<file path="config.mk">
export PLATFORM = sky130hd
export DESIGN_NAME = dmaq_csr
export DESIGN_NICKNAME = d
export VERILOG_FILES = /design/src/rtl/dmaq_pkg.sv /design/src/rtl/dmaq_decode.sv /design/src/rtl/dmaq_qptr.sv /design/src/rtl/dmaq_irqst.sv /design/src/rtl/dmaq_csr.sv
export SDC_FILE = /design/constraint.sdc
export NUM_CORES = 2
export LEC_CHECK = 0
export ABC_AREA = 1
export BUFFER_PORTS_ARGS = -buffer_cell sky130_fd_sc_hd__buf_2
export CORE_ASPECT_RATIO = 0.75
export CORE_MARGIN = 1.5
export CORE_UTILIZATION = 50
export CTS_CLUSTER_DIAMETER = 120
export DETAILED_ROUTE_END_ITERATION = 10
export GPL_ROUTABILITY_DRIVEN = 0
export HOLD_SLACK_MARGIN = 0.08
export PLACE_DENSITY = 0.72
export SLEW_MARGIN = 20
export SYNTH_ARGS = -nofsm -noshare
export SYNTH_HDL_FRONTEND = slang
export SYNTH_HIERARCHICAL = 1
export SYNTH_SLANG_ARGS = --single-unit
</file>
<file path="constraint.sdc">
create_clock -name clk -period 2.5 [get_ports clk]
set_clock_uncertainty 0.1 [all_clocks]
set_input_delay 0.5 -clock clk [delete_from_list [all_inputs] [get_ports clk]]
set_output_delay 0.5 -clock clk [all_outputs]
set_load 0.02 [all_outputs]
</file>
<file path="src/rtl/dmaq_pkg.sv">
package dmaq_pkg;
  localparam int unsigned WORD_W   = 32;
  // Word indices whose behaviour is special; offsets = index * 4
  localparam int unsigned IDX_END  = 5;   // 0x14
  localparam int unsigned IDX_WP   = 6;   // 0x18
  localparam int unsigned IDX_RP   = 7;   // 0x1C
  localparam int unsigned IDX_EN   = 8;   // 0x20
  localparam int unsigned IDX_ST   = 9;   // 0x24

  localparam logic [31:0] PTR_KEEP  = 32'h0003_FFFF;
  localparam logic [31:0] EN_KEEP   = 32'hBFEF_F07F;
  localparam logic [31:0] ARM_KEY   = 32'hEE88_2266;
  localparam logic [31:0] ST_INIT   = 32'hF800_0000;
  localparam logic [31:0] CMPL_BITS = 32'h0000_0030;

  typedef struct packed {
    logic end_wr;
    logic wp_wr;
    logic rp_wr;
    logic en_wr;
    logic st_wr;
    logic gen_wr;
    logic rd;
  } strobe_t;

  function automatic logic [31:0] keep_ptr(input logic [31:0] v);
    return v & PTR_KEEP;
  endfunction

  function automatic logic [31:0] keep_en(input logic [31:0] v);
    return v & EN_KEEP;
  endfunction

  function automatic logic touches_cmpl(input logic [31:0] v);
    return |(v & CMPL_BITS);
  endfunction

  function automatic logic is_special(input int unsigned i);
    return (i == IDX_END) || (i == IDX_WP) || (i == IDX_RP) ||
           (i == IDX_EN)  || (i == IDX_ST);
  endfunction
endpackage

</file>
<file path="src/rtl/dmaq_decode.sv">
module dmaq_decode
  import dmaq_pkg::*;
#(
  parameter int unsigned WORD_AW  = 10,
  parameter int unsigned NUM_REGS = 32,
  parameter int unsigned IDX_W    = 5
) (
  input  logic               valid,
  input  logic               write,
  input  logic [WORD_AW-1:0] word,
  output strobe_t            stb,
  output logic [IDX_W-1:0]   idx,
  output logic               in_range
);
  logic wr;

  assign in_range = 32'(word) < 32'(NUM_REGS);
  assign idx      = word[IDX_W-1:0];
  assign wr       = valid & write & in_range;

  always_comb begin
    stb        = '0;
    stb.rd     = valid & ~write;
    stb.end_wr = wr && (idx == IDX_W'(IDX_END));
    stb.wp_wr  = wr && (idx == IDX_W'(IDX_WP));
    stb.rp_wr  = wr && (idx == IDX_W'(IDX_RP));
    stb.en_wr  = wr && (idx == IDX_W'(IDX_EN));
    stb.st_wr  = wr && (idx == IDX_W'(IDX_ST));
    stb.gen_wr = wr && !stb.end_wr && !stb.wp_wr && !stb.rp_wr &&
                 !stb.en_wr && !stb.st_wr;
  end
endmodule

</file>
<file path="src/rtl/dmaq_qptr.sv">
module dmaq_qptr
  import dmaq_pkg::*;
(
  input  logic        clk,
  input  logic        rst_n,
  input  logic        end_wr,
  input  logic        wp_wr,
  input  logic        rp_wr,
  input  logic [31:0] wdata,
  output logic [31:0] end_q,
  output logic [31:0] wp_q,
  output logic [31:0] rp_q,
  output logic        armed_q,
  output logic        cmpl_evt
);
  // a write-pointer move completes the queue unless the one-shot swallows it
  assign cmpl_evt = wp_wr & ~armed_q;

  always_ff @(posedge clk) begin
    if (!rst_n) begin
      end_q   <= '0;
      wp_q    <= '0;
      rp_q    <= '0;
      armed_q <= 1'b0;
    end else begin
      if (end_wr) end_q <= keep_ptr(wdata);
      if (wp_wr) begin
        wp_q <= keep_ptr(wdata);
        rp_q <= keep_ptr(wdata);
        if (armed_q) armed_q <= 1'b0;
      end
      if (rp_wr && (wdata == ARM_KEY)) armed_q <= 1'b1;
    end
  end
endmodule

</file>
<file path="src/rtl/dmaq_irqst.sv">
module dmaq_irqst
  import dmaq_pkg::*;
(
  input  logic        clk,
  input  logic        rst_n,
  input  logic        en_wr,
  input  logic        st_wr,
  input  logic        cmpl_evt,
  input  logic [31:0] wdata,
  output logic [31:0] en_q,
  output logic [31:0] st_q,
  output logic        irq_q,
  output logic        clr_evt
);
  logic en_hit;

  assign clr_evt = st_wr & touches_cmpl(wdata);
  assign en_hit  = touches_cmpl(en_q);

  always_ff @(posedge clk) begin
    if (!rst_n) begin
      en_q  <= '0;
      st_q  <= ST_INIT;
      irq_q <= 1'b0;
    end else begin
      if (en_wr) en_q <= keep_en(wdata);
      if (cmpl_evt) begin
        st_q <= st_q | CMPL_BITS;
        if (en_hit) irq_q <= 1'b1;
      end else if (clr_evt) begin
        st_q  <= st_q & ~CMPL_BITS;
        irq_q <= 1'b0;
      end
    end
  end
endmodule

</file>
<file path="src/rtl/dmaq_csr.sv">
module dmaq_csr
  import dmaq_pkg::*;
#(
  parameter int unsigned ADDR_W   = 12,
  parameter int unsigned NUM_REGS = 32
) (
  input  logic              clk,
  input  logic              rst_n,
  input  logic              bus_valid,
  input  logic              bus_write,
  input  logic [ADDR_W-1:0] bus_addr,
  input  logic [31:0]       bus_wdata,
  output logic [31:0]       bus_rdata,
  output logic              irq_out
);
  localparam int unsigned IDX_W   = $clog2(NUM_REGS);
  localparam int unsigned WORD_AW = ADDR_W - 2;

  strobe_t          stb;
  logic [IDX_W-1:0] idx;
  logic             in_range;
  logic [31:0]      end_q, wp_q, rp_q, en_q, st_q;
  logic             armed_q, cmpl_evt, clr_evt, wp_wr;
  logic [31:0]      gen_q [NUM_REGS];
  logic [31:0]      rmux;

  dmaq_decode #(.WORD_AW(WORD_AW), .NUM_REGS(NUM_REGS), .IDX_W(IDX_W)) u_dec (
    .valid(bus_valid), .write(bus_write), .word(bus_addr[ADDR_W-1:2]),
    .stb(stb), .idx(idx), .in_range(in_range)
  );

  assign wp_wr = stb.wp_wr;

  dmaq_qptr u_qptr (
    .clk(clk), .rst_n(rst_n), .end_wr(stb.end_wr), .wp_wr(stb.wp_wr),
    .rp_wr(stb.rp_wr), .wdata(bus_wdata), .end_q(end_q), .wp_q(wp_q),
    .rp_q(rp_q), .armed_q(armed_q), .cmpl_evt(cmpl_evt)
  );

  dmaq_irqst u_irq (
    .clk(clk), .rst_n(rst_n), .en_wr(stb.en_wr), .st_wr(stb.st_wr),
    .cmpl_evt(cmpl_evt), .wdata(bus_wdata), .en_q(en_q), .st_q(st_q),
    .irq_q(irq_out), .clr_evt(clr_evt)
  );

  for (genvar g = 0; g < NUM_REGS; g++) begin : g_word
    if (is_special(g)) begin : g_special
      assign gen_q[g] = '0;
    end else begin : g_plain
      always_ff @(posedge clk) begin
        if (!rst_n) gen_q[g] <= '0;
        else if (stb.gen_wr && (idx == IDX_W'(g))) gen_q[g] <= bus_wdata;
      end
    end
  end

  always_comb begin
    if      (idx == IDX_W'(IDX_END)) rmux = end_q;
    else if (idx == IDX_W'(IDX_WP))  rmux = wp_q;
    else if (idx == IDX_W'(IDX_RP))  rmux = rp_q;
    else if (idx == IDX_W'(IDX_EN))  rmux = en_q;
    else if (idx == IDX_W'(IDX_ST))  rmux = st_q;
    else                             rmux = gen_q[idx];
  end

  always_ff @(posedge clk) begin
    if (!rst_n)      bus_rdata <= '0;
    else if (stb.rd) bus_rdata <= in_range ? rmux : '0;
  end
endmodule

</file>
==> reports/metrics.yaml <==
die_y_um: 258.9
ant_nets: 0
dpl.hpwl_um: 97890
fin_util: 0.5817
area_delta_synth_final_pct: 14.74
regArea_mm2: 0.01922
hold_start: "bus_wdata[31]"
grt_remaining_overflow: 0
min_period_ps: 2421
multi_input_area_mm2: 0.01999
avgSynthCellArea_um2: 6.747
start_util: 0.5070
combPwrFrac: 0.062
tritoncts: "built"
track_usage: 0.3402
switching_share: 0.2426
cts_buffers: 91
ioPinCount: 81
slew_viol_final: 0
hp-class: "input port to flip-flop"
drtIter0Drc: 5465
fin_cells: 7653
num-nets-final: 6488
drc: 0
post-cts-setup-buffers: 0
wl_per_cell_um: 20.17
outcome: "finished, final reports clean"
port_buffers: 78
critPathMaxStageDelay_ps: 470
seq_power_share: 0.476
power_density_mw_per_mm2: 642.1
diodes: 0
power.internal_mw: 24.36
first_global_vias: 39730
die_area_mm2: 0.08911
slew_headroom: 0.4019
startpoint_type: "input port"
core.rowCount: 93
arrival_ps: 2930
fmax_mhz: 413.1
cts_buffer_depth: 3
vias_per_cell: 5.697
crit_start: "bus_addr[3]"
clkTransAtPathRegs_ps: 70
vdd_drop_max_uv: 565.9
clockPowerShare: 0.462
crit_chain: "buf_2, inv_4, nor2_4, buf_12, nand2_1, nand4_1, nand2_1, nand2_1, nor2_1, nor2_1, buf_4, nor2_1, nand4_1, nand2_1, a21oi_1"
crit_required_ps: 3000
tightest_slew_ps: 897.1
chipWidth_um: 344.2
grt_pass1_wl_um: 236400
nFillCells: 7899
drive_gt1_frac: 0.1086
power.total_mw: 32.16
period_share: 0.9684
first_pass_iters: 6
cap_violations: 0
hold_viol: 0
place_inst: 7481
antenna_found_initial: 2
synth_warnings: 6
cpMaxStageDelayCell: "nor2_1"
rsz0062_at_grt: "no"
clock_latency_ps: 680
fin_tns_setup_ps: 0
setup_viol: 0
cp-end-kind: "flip-flop"
path_max_fanout: 35
cpMostUsedCell: "nand2_1"
htreeDepth: 3
grt_max_degree: 164
criticalPathCategory: "input port to flip-flop"
reg2reg_from: "gen_q[95]"
switchingPower_mw: 7.803
root_buffer: "clkbuf_16"
vias: 43600
syn_inst: 6470
leakage_nw: 18.92
core_mm2: 0.08611
cts_sinks: 960
wirelength_um: 154400
syn_area_mm2: 0.04365
[worst paths after layout]
kind,to,slack (ps),cells past startpoint
worst max-delay path,bus_rdata[26],80,15
worst min-delay path,u_irq/en_q[31],150,3
worst max register to register,bus_rdata[31],340,12
worst min register to register,gen_q[243],340,2
[per-layer routing]
| layer | wire length (um) | GRT usage |
|---|---|---|
| met1 | 63700 | 0.4737 |
| met2 | 64170 | 0.5006 |
| met3 | 19800 | 0.08429 |
| met4 | 6695 | 0.1410 |
| met5 | 13 | 0 |
[state kept, by name, summed over array words and instances (netlist names)]
register and cells:
u_qptr/rp_q 18, u_irq/en_q 25, u_qptr/armed_q 1, u_qptr/end_q 18, u_irq/irq_q 1, u_irq/st_q 1
bus_rdata 32, gen_q 864
[layout by cell type (no fill, tap or decap), drive strengths merged]
cell         instances
nand2             1387
dfxtp              960
o21ai              898
a21oi              893
nor2               667
buf                468
inv                453
nand3              421
clkbuf             134
conb                79
nand4               48
or2                 28
clkinv              24
a22oi               16
nor3                10
a21boi               9
bufinv               9
dlygate4sd3          6
o22ai                1
clkinvlp             1
nand3b               1
[power by group through the flow]
stage / Combinational (mW) / Clock [mW] / Sequential (mW)
after floorplan: 1.03 / 0 / 15.6
final: 1.99 / 14.9 / 15.3
after CTS: 1.90 / 14.9 / 15.3
after global placement: 1.88 / 0 / 15.6
after detailed placement: 1.89 / 0 / 15.6
after global routing: 2.06 / 15.5 / 15.3
[cell type report]
type                    count  area share
multi-input cells        4458      0.3990
flip-flops and latches    960      0.3837
repair buffers            474     0.09067
clock buffers             134     0.05495
inverters                 455     0.03462
well taps                1140     0.02848
clock inverters            32    0.008568
[through the flow]
step           worst slack, ps  area (um^2)  hold slack [ps]
2_1_floorplan            143.7        43940            323.7
4_1_cts                  157.1        50090            114.4
5_1_grt                  16.75        50090            138.7
6_report                 79.02        50090            151.8
3_5_place_dp            -724.5        46840            334.3
3_3_place_gp            -720.5        46840            330.7
[worst max-delay path, delay by kind of cell]
kind	cells	cell delay [ps]
buf+inv	4	890
compound gates	1	110
simple gates	10	1370
[timing repair]
action,4_1_cts,5_1_grt
gates resized for setup,1,1
endpoints found under the hold margin,12,0
endpoints found under the setup margin,1,1
hold buffers,6,0
Power figures use the tool's default switching activity.
